[config.mk]
export PLATFORM = sky130hd
export DESIGN_NAME = mem_addr_decoder
export DESIGN_NICKNAME = d
export VERILOG_FILES = /design/src/rtl/mem_dec_pkg.sv /design/src/rtl/mem_dec_ctrl_regs.sv /design/src/rtl/mem_dec_region.sv /design/src/rtl/mem_dec_io_read.sv /design/src/rtl/mem_addr_decoder.sv
export SDC_FILE = /design/constraint.sdc
export NUM_CORES = 1
export LEC_CHECK = 0
export ABC_AREA = 1
export BUFFER_PORTS_ARGS = -buffer_cell sky130_fd_sc_hd__buf_2
export CORE_MARGIN = 2
export CORE_UTILIZATION = 41
export DETAILED_ROUTE_END_ITERATION = 7
export HOLD_SLACK_MARGIN = 0.08
export PLACE_DENSITY = 0.85
export SETUP_SLACK_MARGIN = 0.3
export SLEW_MARGIN = 30
export SYNTH_ARGS = -nofsm -noshare
export SYNTH_HDL_FRONTEND = slang
export SYNTH_SLANG_ARGS = --single-unit
[constraint.sdc]
create_clock -name clk_i -period 2.7 [get_ports clk_i]
set_input_delay 0.54 -clock clk_i [delete_from_list [all_inputs] [get_ports clk_i]]
set_output_delay 0.54 -clock clk_i [all_outputs]
set_load 0.01 [all_outputs]
[src/rtl/mem_dec_pkg.sv]
package mem_dec_pkg;
  localparam int ADDR_W   = 16;
  localparam int DATA_W   = 8;
  localparam int REGION_N = 8;
  localparam int WIN_W    = 12;

  localparam int RG_BOOT = 0;
  localparam int RG_CART = 1;
  localparam int RG_VRAM = 2;
  localparam int RG_WRAM = 3;
  localparam int RG_OAM  = 4;
  localparam int RG_IO   = 5;
  localparam int RG_HRAM = 6;
  localparam int RG_IE   = 7;

  typedef logic [REGION_N-1:0] region_t;

  localparam logic [ADDR_W-1:0] BANK_REG_ADDR = 16'hFF70;
  localparam logic [ADDR_W-1:0] BOOT_OFF_ADDR = 16'hFF50;
  localparam logic [7:0]        IO_BASE_LAST  = 8'h4B;
  localparam logic [DATA_W-1:0] OPEN_BUS      = 8'hFF;

  // I/O low-byte ranges owned by color-only register files
  localparam int CLR_N = 5;
  localparam logic [CLR_N-1:0][7:0] CLR_LO = {8'h72, 8'h68, 8'h51, 8'h4F, 8'h4D};
  localparam logic [CLR_N-1:0][7:0] CLR_HI = {8'h77, 8'h6B, 8'h56, 8'h4F, 8'h4D};
endpackage

[src/rtl/mem_dec_ctrl_regs.sv]
module mem_dec_ctrl_regs
  import mem_dec_pkg::*;
#(
  parameter int BANK_W   = 3,
  parameter int BANK_RST = 1
) (
  input  logic              clk_i,
  input  logic              rst_ni,
  input  logic              color_mode_i,
  input  logic [ADDR_W-1:0] addr_i,
  input  logic              wr_i,
  input  logic [DATA_W-1:0] wdata_i,
  output logic [BANK_W-1:0] bank_o,
  output logic [BANK_W-1:0] eff_bank_o,
  output logic              boot_en_o
);
  localparam logic [BANK_W-1:0] BANK_ONE = BANK_W'(1);

  logic [BANK_W-1:0] bank_q;
  logic              boot_off_q;
  logic              bank_we, boot_kill;

  assign bank_we   = wr_i && color_mode_i && (addr_i == BANK_REG_ADDR);
  assign boot_kill = wr_i && (addr_i == BOOT_OFF_ADDR) && wdata_i[0];

  always_ff @(posedge clk_i or negedge rst_ni) begin
    if (!rst_ni) begin
      bank_q     <= BANK_W'(BANK_RST);
      boot_off_q <= 1'b0;
    end else begin
      if (bank_we)   bank_q     <= wdata_i[BANK_W-1:0];
      if (boot_kill) boot_off_q <= 1'b1;
    end
  end

  always_comb begin
    if (!color_mode_i || bank_q == '0) eff_bank_o = BANK_ONE;
    else                               eff_bank_o = bank_q;
  end

  assign bank_o    = bank_q;
  assign boot_en_o = !boot_off_q;

  // bank changes only through a color-mode write to its address
  a_r4_bank_hold: assert property (@(posedge clk_i) disable iff (!rst_ni)
    !(wr_i && color_mode_i && addr_i == BANK_REG_ADDR) |=> $stable(bank_q));
  a_r4_bank_load: assert property (@(posedge clk_i) disable iff (!rst_ni)
    (wr_i && color_mode_i && addr_i == BANK_REG_ADDR) |=> bank_q == $past(wdata_i[BANK_W-1:0]));
  // latch is one-way; clear-bit writes do nothing
  a_r7_latch_oneway: assert property (@(posedge clk_i) disable iff (!rst_ni)
    boot_off_q |=> boot_off_q);
  a_r7_clear_ignored: assert property (@(posedge clk_i) disable iff (!rst_ni)
    (!boot_off_q && !(wr_i && addr_i == BOOT_OFF_ADDR && wdata_i[0])) |=> !boot_off_q);
endmodule

[src/rtl/mem_dec_region.sv]
module mem_dec_region
  import mem_dec_pkg::*;
#(
  parameter int BANK_W = 3
) (
  input  logic              color_mode_i,
  input  logic              boot_en_i,
  input  logic [BANK_W-1:0] eff_bank_i,
  input  logic [ADDR_W-1:0] addr_i,
  output region_t           region_o,
  output logic [ADDR_W-1:0] offset_o
);
  logic              boot_hit;
  logic [BANK_W-1:0] page;

  assign boot_hit = boot_en_i &&
                    ((addr_i[15:8] == 8'h00) ||
                     (color_mode_i && addr_i >= 16'h0200 && addr_i <= 16'h08FF));
  assign page = addr_i[WIN_W] ? eff_bank_i : '0;

  always_comb begin
    region_o = '0;
    offset_o = addr_i;
    if (addr_i == 16'hFFFF) begin
      region_o[RG_IE] = 1'b1;
      offset_o        = '0;
    end else if (addr_i[15:7] == 9'h1FF) begin
      region_o[RG_HRAM] = 1'b1;
      offset_o          = {9'b0, addr_i[6:0]};
    end else if (addr_i[15:8] == 8'hFF) begin
      region_o[RG_IO] = 1'b1;
      offset_o        = {8'b0, addr_i[7:0]};
    end else if (addr_i[15:8] == 8'hFE) begin
      region_o[RG_OAM] = 1'b1;
      offset_o         = {8'b0, addr_i[7:0]};
    end else if (addr_i[15:14] == 2'b11) begin
      region_o[RG_WRAM] = 1'b1;
      offset_o          = (ADDR_W'(page) << WIN_W) | ADDR_W'(addr_i[WIN_W-1:0]);
    end else if (addr_i[15:13] == 3'b101) begin
      region_o[RG_CART] = 1'b1;
    end else if (addr_i[15:13] == 3'b100) begin
      region_o[RG_VRAM] = 1'b1;
      offset_o          = {3'b0, addr_i[12:0]};
    end else if (boot_hit) begin
      region_o[RG_BOOT] = 1'b1;
    end else begin
      region_o[RG_CART] = 1'b1;
    end
  end
endmodule

[src/rtl/mem_dec_io_read.sv]
module mem_dec_io_read
  import mem_dec_pkg::*;
#(
  parameter int BANK_W = 3
) (
  input  logic              color_mode_i,
  input  logic [BANK_W-1:0] bank_i,
  input  logic [ADDR_W-1:0] addr_i,
  output logic              local_hit_o,
  output logic [DATA_W-1:0] local_data_o
);
  logic [7:0]       lo;
  logic             in_io;
  logic [CLR_N-1:0] clr_hit;
  logic             claimed;

  assign lo    = addr_i[7:0];
  assign in_io = (addr_i[15:7] == 9'h1FE);

  for (genvar g = 0; g < CLR_N; g++) begin : g_clr
    assign clr_hit[g] = (lo >= CLR_LO[g]) && (lo <= CLR_HI[g]);
  end

  assign claimed = (lo <= IO_BASE_LAST) || (color_mode_i && |clr_hit);

  always_comb begin
    local_hit_o  = 1'b0;
    local_data_o = OPEN_BUS;
    if (addr_i == BANK_REG_ADDR) begin
      local_hit_o = 1'b1;
      if (color_mode_i)
        local_data_o = {{(DATA_W-BANK_W){1'b1}}, bank_i};
    end else if (in_io && !claimed) begin
      local_hit_o = 1'b1;
    end
  end
endmodule

[src/rtl/mem_addr_decoder.sv]
module mem_addr_decoder
  import mem_dec_pkg::*;
#(
  parameter int BANK_W   = 3,
  parameter int BANK_RST = 1
) (
  input  logic        clk_i,
  input  logic        rst_ni,
  input  logic        color_mode_i,
  input  logic [15:0] addr_i,
  input  logic        wr_i,
  input  logic [7:0]  wdata_i,
  output logic [7:0]  region_o,
  output logic [15:0] offset_o,
  output logic        wr_en_o,
  output logic        local_hit_o,
  output logic [7:0]  local_data_o
);
  logic [BANK_W-1:0] bank, eff_bank;
  logic              boot_en;
  region_t           region;

  mem_dec_ctrl_regs #(.BANK_W(BANK_W), .BANK_RST(BANK_RST)) u_ctrl (
    .clk_i       (clk_i),
    .rst_ni      (rst_ni),
    .color_mode_i(color_mode_i),
    .addr_i      (addr_i),
    .wr_i        (wr_i),
    .wdata_i     (wdata_i),
    .bank_o      (bank),
    .eff_bank_o  (eff_bank),
    .boot_en_o   (boot_en)
  );

  mem_dec_region #(.BANK_W(BANK_W)) u_region (
    .color_mode_i(color_mode_i),
    .boot_en_i   (boot_en),
    .eff_bank_i  (eff_bank),
    .addr_i      (addr_i),
    .region_o    (region),
    .offset_o    (offset_o)
  );

  mem_dec_io_read #(.BANK_W(BANK_W)) u_io (
    .color_mode_i(color_mode_i),
    .bank_i      (bank),
    .addr_i      (addr_i),
    .local_hit_o (local_hit_o),
    .local_data_o(local_data_o)
  );

  assign region_o = region;
  assign wr_en_o  = wr_i && !region[RG_BOOT];

  // exactly one region at a time
  a_r1_onehot: assert property (@(posedge clk_i) disable iff (!rst_ni)
    $onehot(region_o));
  // no write reaches the start-up ROM
  a_r8_boot_no_write: assert property (@(posedge clk_i) disable iff (!rst_ni)
    region_o[RG_BOOT] |-> !wr_en_o);
  // overlay gone once latch fires
  a_r6_boot_gone: assert property (@(posedge clk_i) disable iff (!rst_ni)
    !boot_en |-> !region_o[RG_BOOT]);
  // upper work-RAM window never lands on page 0
  a_r3_upper_nonzero: assert property (@(posedge clk_i) disable iff (!rst_ni)
    (region_o[RG_WRAM] && addr_i[WIN_W]) |-> (offset_o[ADDR_W-1:WIN_W] != '0));
  // local answers only inside the I/O page
  a_r10_local_in_io: assert property (@(posedge clk_i) disable iff (!rst_ni)
    local_hit_o |-> region_o[RG_IO]);
endmodule

# Word level (Yosys, flattened, before mapping)
# Cells that the tools add are included.
[word_totals]
register_bits = 4
in_bits = 28
out_inout_bits = 34
wordCells = 81
[classes]
magnitude_cmp = 13
reduce_logical = 25
n_eq_ne = 10
n_bitwise = 1
muxes = 30
[op_table]
columns = ["cell", "count"]
rows = [
  ["2-to-1 mux 16 bit", 7],
  ["equality test 16 bit (second input constant)", 3],
  ["less-or-equal comparator 8 x 7 -> 1 bit (second input constant)", 6],
  [">= comparator 8 x 7 -> 1 bit (second input constant)", 5],
  ["equality test 9 bit (second input constant)", 2],
  ["equality test 8 bit (second input constant)", 2],
  [">= comparator 16 x 10 -> 1 bit (second input constant)", 1],
  ["less-or-equal comparator 16 x 12 -> 1 bit (second input constant)", 1],
  ["logical AND 1 bit", 15],
  ["OR 15 x 12 -> 15 bit", 1],
  ["2-to-1 mux 1 bit", 13],
  ["2-to-1 mux 3 bit", 4],
  ["zero test 8 bit", 1],
  ["2-to-1 mux 8 bit", 1],
  ["2-to-1 mux 7 bit", 1],
  ["equality test 3 bit (second input constant)", 2],
  ["2-to-1 mux 6 bit", 1],
  ["2-to-1 mux 5 bit", 1],
  ["OR reduction 5 bit", 1],
  ["zero test 1 bit", 4],
  ["2-to-1 mux 4 bit", 1],
  ["zero test 3 bit", 1],
  ["logical OR 1 bit", 3],
  ["equality test 2 bit (second input constant)", 1],
  ["2-to-1 mux 2 bit", 1],
]

# Longest topological paths before layout
# Gate-level depths: netlist (run 1).
[logic_depth]
ltp_word = 15
depth_mapped = 7
depth_no_buf = 7

# Modules after synthesis
# A second synthesis (run 1) with hierarchy kept.
[hier_totals]
cells_unflattened = 169
hier_area_um2 = 848.3
[modules_own_cells]
columns = ["module", "cells_each", "area_per_inst_um2", "seq_area_each_um2", "instances"]
rows = [
  ["mem_dec_region", 79, 347.8, 0.0, 1],
  ["mem_dec_ctrl_regs", 45, 285.3, 101.3, 1],
  ["mem_dec_io_read", 43, 205.2, 0.0, 1],
  ["mem_addr_decoder", 2, 10.0, 0.0, 1],
]

# Worst setup path after synthesis (run 1)
# OpenSTA, ideal clock, no wires.
[synth_path]
kind = "input port to output port"
startpoint = "input addr_i[7]"
endpoint = "output offset_o[0]"
path_slack_ns = 0.997
t_arrival_ns = 1.163
required_ns = 2.160
path_stages = 5
path_buffers = 0
cell_sequence = "inv_1 -> nor3_1 -> nand2_1 -> nor2_4 -> nor2_1"
[synth_between]
elab_chain_len = 3
word_cells_on_any_way = 4
classes_between = "eq/ne (2); mux (2)"
[synth_rtl]
columns = ["element", "line", "rtl"]
rows = [
  ["from (decl)", "mem_addr_decoder.sv:10", "input logic [15:0] addr_i,"],
  ["equality test 9 bit", "mem_dec_region.sv:27", "end else if (addr_i[15:7] == 9'h1FF) begin"],
  ["2-to-1 mux 16 bit", "mem_dec_region.sv:27", ""],
  ["2-to-1 mux 16 bit (*)", "mem_dec_region.sv:24", "if (addr_i == 16'hFFFF) begin"],
  ["to (decl)", "mem_addr_decoder.sv:14", "output logic [15:0] offset_o,"],
]
# Mark *: on every way between the ends. The rest lies on a longest branch, timed or not.

# Worst setup path after layout (run 1)
[layout_path]
startpoint = "input addr_i[14]"
endpoint = "output local_hit_o"
[layout_between]
elab_chain_len = 4
word_cells_on_any_way = 5
classes_between = "eq/ne (2); mux (2); reduce/logical (1)"
[layout_rtl]
columns = ["element", "line", "rtl"]
rows = [
  ["equality test 9 bit", "mem_dec_io_read.sv:18", "assign in_io = (addr_i[15:7] == 9'h1FE);"],
  ["logical AND 1 bit", "mem_dec_io_read.sv:33", "end else if (in_io && !claimed) begin"],
  ["2-to-1 mux 1 bit", "mem_dec_io_read.sv:33", ""],
  ["2-to-1 mux 1 bit (*)", "mem_dec_io_read.sv:29", "if (addr_i == BANK_REG_ADDR) begin"],
  ["to (decl)", "mem_addr_decoder.sv:16", "output logic local_hit_o,"],
]
# Marked as above.

==> impl_metrics.toml, run 1 <==
[placement]
hpwl_mm = 1.847
placed_cells = 208
place.gp.congestion = 0.9392
place_area_um2 = 977.2
port-buffer-count = 51
dp_slack_ns = 0.6447

[layout]
multiInputGateArea_um2 = 485.5
final_cells = 212
final_design_area_no_fill_um2 = 1003
antenna-diode-count = 0
fillCellCount = 187
fin_nets = 224
areaGrowthSynthToFinish_pct = 38.75
drive_above_1_share_pct = 32.31
seqCellArea_um2 = 101.3

[clock_tree]
cts_resized = 0
clkTransAtPathRegs_ns = 0.04
cts_hold_buf = 0
cts-root-buf = "clkbuf_4"
tritoncts = "built"
numCtsBuffers = 3
cts_buffer_depth = 2
clk_latency_ns = 0.24
numClockSinks = 4
htreeDepth = 1
post_cts_buffers = 0

[synth]
ys_top_cells_by_area = "nand2_1 (21%), inv_1 (15%), nor2_1 (15%)"
synth.most_common_cell = "nand2_1"
synth-async-reset-ratio_pct = 100.0
avgSynthCellArea_um2 = 5.129
netlist_instances = 141
ys.flop_type = "dfrtp_1"
synth_common_cells = "nand2_1 (41), inv_1 (29), nor2_1 (28)"
synth_edf_count = 0
netlist_area_um2 = 723.2
ys_seq_elements = 4
synth_top_area_share_pct = 21.28
yosys_warnings = 0
ys_types = 18
yosys.area.top_type = "nand2_1"
yosysSeqAreaShare_pct = 14.01

[critical_path]
critical_path.max_stage_delay_ns = 0.16
cp_num_buf_inv = 2
critPathTopFamily = "simple AND/OR/NAND/NOR gates"
cp_data_required_time_ns = 2.16
crit_chain = "buf_2 > nand2_1 > nor2_2 > nand2_2 > nor2_4 > nand2_1 > a21oi_2 > buf_2"
worst-setup-path-type = "in2out"
cp_slowest_cell = "nor2_2"
cp-end-kind = "output pin"
arrival_ns = 1.51
crit_fanout = 6
cp-start-kind = "input pin"

[sta]
setup_violations = 0
final-max-slew-violation-count = 0
layout_setup_ws_ns = 0.6526
fin_crit_sh_pct = 75.83
finClkSkew_ns = 0
tns_ns = 0
layout_min_cycle_time_ns = 2.047
clock.fmax_ghz = 0.4884
hold_viol = 0
rsz0062_at_grt = "no"

[power_and_ir_drop]
p_leak_nw = 0.6263
worst_ir_drop_vdd_v = 0.0002004
cellPowerDensity_nw_per_um2 = 243.0

[route]
drc_errors = 0
ant_nets = 0
dr.pass1.iters = 4
routed_wl_mm = 2.127
avgViaCountPerCell = 4.844
drt_iter0_markers = 10
num_vias = 1027
wl_per_cell_um = 10.03

[die]
pin_count = 62
die_area_um2 = 2116
core_area_um2 = 1689
die_w_um = 46
fp-row-count = 15
die_h_um = 46
initial_core_util_pct = 42.81

[run_status]
outcome = "finished, final reports clean"

[grt]
grt_util_met1_pct = 23.28
grt_max_degree = 9
grt_pass1_wl_mm = 3.339
grt.busiest_layer = "met2"
grt_util_met3_pct = 1.984
antenna_found_initial = 0
gr-usage-met2_pct = 40.28
grt_overflow = 0
grt_pass1_vias = 899
grt_use_total_pct = 21.00

[worst_hold_path]
worstHoldPathType = "in2async"

[job]
drv_cap = 0
==> kinds of logic (layout without fill, tap and decap cells) <==
| logic type | count (synthesis) | count (layout) | synth area share (%) |
|---|---|---|---|
| other | 1 | 5 | 0.5185 |
| buffers and inverters | 35 | 85 | 20.93 |
| and+or+nand+nor | 91 | 91 | 56.75 |
| DFF | 4 | 4 | 14.01 |
| AOI/OAI and AO/OA | 10 | 10 | 7.786 |
==> per-layer routing <==
layer,part of all wire [%],up-vias
met5,0,-
met4,0.61,0
met3,5.5,2
met2,51,35
met1,42,457
li1,-,533
==> final cells by class <==
type	count	area share [%]
Multi-Input combinational cell	106	48.38
Sequential cell	4	10.10
Inverter	30	11.35
Tap cell	17	2.120
Timing Repair Buffer	51	25.44
Clock buffer	4	2.618
==> worst reg2reg max path: stages, from the launching register on <==
cell     delay (ns)
dfstp_2        0.52
nand2_1        0.06
nand2_1        0.06
==> placed cells by master (no fill, tap or decap) <==
master and count:
buf_2 51, nor3_1 4, o211ai_1 1, nand4_1 10, nand2_1 41, nor2_4 2, nand3_1 2, nor2_1 28
a21oi_2 1, nor2_2 2, conb_1 5, nand2_2 1, clkinv_2 1, nand3_4 1, dfrtp_1 3, clkbuf_4 3
clkbuf_1 1, dfstp_2 1, o21ai_0 8, inv_1 29
==> path summary, 6_finish.rpt <==
kind | startpoint | end | slack [ns] | depth (start not counted)
max in group asynchronous | rst_ni | u_ctrl.bank_o[0] | 2.40 | 1
min in group clk_i | u_ctrl.boot_off_q | u_ctrl.boot_off_q | 0.45 | 2
hold / removal | rst_ni | u_ctrl.bank_o[2] | 0.09 | 1
setup reg to reg | u_ctrl.bank_o[0] | u_ctrl.bank_o[0] | 2.00 | 2
setup / recovery | addr_i[14] | local_hit_o | 0.65 | 8
hold reg to reg | u_ctrl.boot_off_q | u_ctrl.boot_off_q | 0.45 | 2
==> state kept, by name, summed over array words and instances (netlist names) <==
| signal | flops |
|---|---|
| u_ctrl.bank_o | 3 |
| u_ctrl.boot_off_q | 1 |
==> power by group <==
group | internal, mW | switching [mW] | leakage [nW] | total, mW
clock | 0.0558 | 0.0292 | 0.0150 | 0.0849
sequential | 0.0603 | 0.00000584 | 0.0470 | 0.0603
combinational | 0.0369 | 0.0616 | 0.564 | 0.0986
total | 0.153 | 0.0908 | 0.626 | 0.244
==> metrics by stage <==
step / util [%] / total power [mW] / hold WS (ns)
final: 59.41 / 0.2438 / 0.09480
after global routing: 59.41 / 0.2680 / 0.08837
after CTS: 59.41 / 0.2462 / 0.09203
after detailed placement: 57.85 / 0.1589 / 0.3509
after global placement: 57.85 / 0.1557 / 0.3454
after floorplan: - / 0.1159 / 0.2444
Note: power is estimated with default switching activity, not from simulation.
==> run 2, diff against run 1 <==
--- a/config.mk
+++ b/config.mk
@@ -5,13 +5,13 @@
 export SDC_FILE = /design/constraint.sdc
 export NUM_CORES = 1
 export LEC_CHECK = 0
-export ABC_AREA = 1
+export ABC_AREA = 0
 export BUFFER_PORTS_ARGS = -buffer_cell sky130_fd_sc_hd__buf_2
 export CORE_MARGIN = 2
-export CORE_UTILIZATION = 41
+export CORE_UTILIZATION = 34
 export DETAILED_ROUTE_END_ITERATION = 7
 export HOLD_SLACK_MARGIN = 0.08
-export PLACE_DENSITY = 0.85
+export PLACE_DENSITY = 0.78
 export SETUP_SLACK_MARGIN = 0.3
 export SLEW_MARGIN = 30
 export SYNTH_ARGS = -nofsm -noshare
==> constraint.sdc (replaced) <==
create_clock -name clk_i -period 2.1 [get_ports clk_i]
set_input_delay 0.42 -clock clk_i [delete_from_list [all_inputs] [get_ports clk_i]]
set_output_delay 0.42 -clock clk_i [all_outputs]
set_load 0.01 [all_outputs]
==> impl_metrics.toml, run 2 <==
[synth]
synth_top_area_share_pct = 12.50
synth_common_cells = "nor2_1 (9), nor2b_1 (8)"
yosysSeqAreaShare_pct = 16.88
ys_types = 36
synth-async-reset-ratio_pct = 100.0
ys_seq_elements = 4
avgSynthCellArea_um2 = 7.236
netlist_area_um2 = 600.6
ys_top_cells_by_area = "dfrtp_1 (13%), nor2b_1 (8.3%), buf_4 (6.3%)"
yosys.area.top_type = "dfrtp_1"
netlist_instances = 83
synth_edf_count = 0
yosys_warnings = 0
ys.flop_type = "dfrtp_1"
synth.most_common_cell = "nor2_1"

[grt]
grt_overflow = 0
grt_util_met1_pct = 22.99
grt_util_met3_pct = 1.984
grt_max_degree = 9
gr-usage-met2_pct = 29.72
grt_pass1_wl_mm = 2.787
grt_pass1_vias = 668
grt_use_total_pct = 17.52
grt.busiest_layer = "met2"
antenna_found_initial = 0

[job]
drv_cap = 0

[critical_path]
r2r_slack_ns = 1.31
r2r-end = "u_ctrl.bank_o[1]"
crit_fanout = 4
path_depth = 7
reg2reg_depth = 1
worst-setup-path-type = "in2out"
cp_slowest_cell = "or3_4"
critPathTopFamily = "simple AND/OR/NAND/NOR gates"
cp_num_buf_inv = 3
cp-end-kind = "output pin"
r2r-start = "u_ctrl.bank_o[1]"
arrival_ns = 1.47
cp_data_required_time_ns = 1.68
crit_chain = "buf_8 > nand4_4 > buf_6 > or3_4 > nor2_4 > and3_1 > buf_2"
critical_path.max_stage_delay_ns = 0.36
cp-start-kind = "input pin"

[power_and_ir_drop]
clkPwrFrac_pct = 33.0
cellPowerDensity_nw_per_um2 = 289.5
p_comb_share_pct = 43.1
worst_ir_drop_vdd_v = 0.0002431
power.total_mw = 0.3245
p_leak_nw = 0.5518
p_sw_share_pct = 33.08
seqPwrFrac_pct = 23.9
p_int_mw = 0.2172
power.switching_mw = 0.1074

[die]
die_h_um = 46.03
core_area_um2 = 1689
initial_core_util_pct = 35.56
fp-row-count = 15
die_w_um = 46.03
pin_count = 62
die_area_um2 = 2119

[route]
wl_per_cell_um = 12.53
drt_iter0_markers = 24
num_vias = 860
dr.pass1.iters = 4
drc_errors = 0
ant_nets = 0
avgViaCountPerCell = 5.212
routed_wl_mm = 2.067

[layout]
final_design_area_no_fill_um2 = 1121
drive_above_1_share_pct = 56.08
mostFrequentLayoutCell = "buf_2"
areaGrowthSynthToFinish_pct = 86.67
antenna-diode-count = 0
final_cell_mix = "buf_2 (43), buf_4 (9), nor2_1 (8), nor2b_1 (8)"
largest_reg_flops = 3
fillCellCount = 144
fin_nets = 177

[worst_hold_path]
worstHoldPathType = "in2reg"
holdPathStages = 2
holdPathEnd = "u_ctrl.bank_o[2]"
min_from = "wdata_i[2]"

[clock_tree]
htreeDepth = 1
clkTransAtPathRegs_ns = 0.04
clk_latency_ns = 0.23
cts_buffer_depth = 2
cts-root-buf = "clkbuf_4"
tritoncts = "built"
numCtsBuffers = 3
numClockSinks = 4

[sta]
hold_viol = 0
layout_setup_ws_ns = 0.2082
fin_crit_sh_pct = 90.09
tns_ns = 0
setup_violations = 0
final-max-slew-violation-count = 0
rsz0062_at_grt = "yes"
clock.fmax_ghz = 0.5286
hold_ws_ns = 0.4100
layout_min_cycle_time_ns = 1.892
finClkSkew_ns = 0

[run_status]
outcome = "finished, final reports clean"

[placement]
place_area_um2 = 882.1
dp_slack_ns = 0.06133
place.gp.congestion = 0.8352
port-buffer-count = 51
hpwl_mm = 1.487
## run 2: cell count changes after synthesis, sizes merged, moves of 2 or more
| cell | change |
|---|---|
| nand2b | +2 |
| inv | -24 |
| nor2b | +8 |
| mux2 | +3 |
| nor3b | +2 |
| nand4 | -4 |
| and2 | +4 |
| nor2 | -23 |
| nand2 | -37 |
| o21ai | -5 |
| nor4 | +2 |
## run 2: power by group through the flow
stage	Clock, mW	Combinational [mW]	Sequential (mW)
floorplan	0	0.0532	0.0785
global placement	0	0.106	0.0785
detailed placement	0	0.108	0.0785
CTS	0.111	0.127	0.0775
global route	0.123	0.152	0.0774
finish	0.107	0.140	0.0775
## run 2: layout make-up
class	instances	area, um^2	share of cell area (%)
Tap cell	17	21.27	1.897
Sequential cell	4	101.3	9.040
Clock buffer	4	26.28	2.344
Multi-Input combinational cell	72	529.3	47.21
Inverter	5	18.77	1.674
Timing Repair Buffer	63	424.2	37.83
## run 2: cells by family after synthesis
group                  share of synthesized area (%)
buffers and inverters                          10.00
AO/OA/AOI/OAI                                  13.13
flip-flops                                     16.88
multiplexers                                   5.625
other                                         0.6244
AND/OR/NAND/NOR                                53.75
## run 2: worst max path at each step
| stage | startpoint | to | slack (ns) |
|---|---|---|---|
| after global routing | addr_i[11] | local_hit_o | 0.17 |
| after floorplan | addr_i[11] | offset_o[1] | 0.32 |
| after CTS | addr_i[12] | local_data_o[0] | 0.22 |
| after detailed placement | addr_i[12] | local_data_o[0] | 0.06 |
| after global placement | addr_i[12] | local_data_o[0] | 0.06 |
| final | addr_i[11] | local_hit_o | 0.21 |
## run 2: stage by stage
stage          util (%)  std cells
6_report          66.37        165
5_1_grt           66.37        165
4_1_cts           62.00        162
3_5_place_dp      52.22        152
3_3_place_gp      52.22        152
2_1_floorplan         -         87
## run 2: layer usage
metal  up-vias  part of all wire, %
met5         -                    0
met4         0                 0.82
met3         2                  6.6
met2        39                   49
met1       400                   44
li1        419                    -
## run 2: timing repair
| item | in CTS | in global routing |
|---|---|---|
| endpoints found under the hold margin | 3 | 0 |
| hold buffers | 1 | 0 |
| buffers inserted | 5 | 3 |
| setup endpoints to repair | 18 | 17 |
| resized for setup | 21 | 13 |
| pin swaps | 5 | 7 |
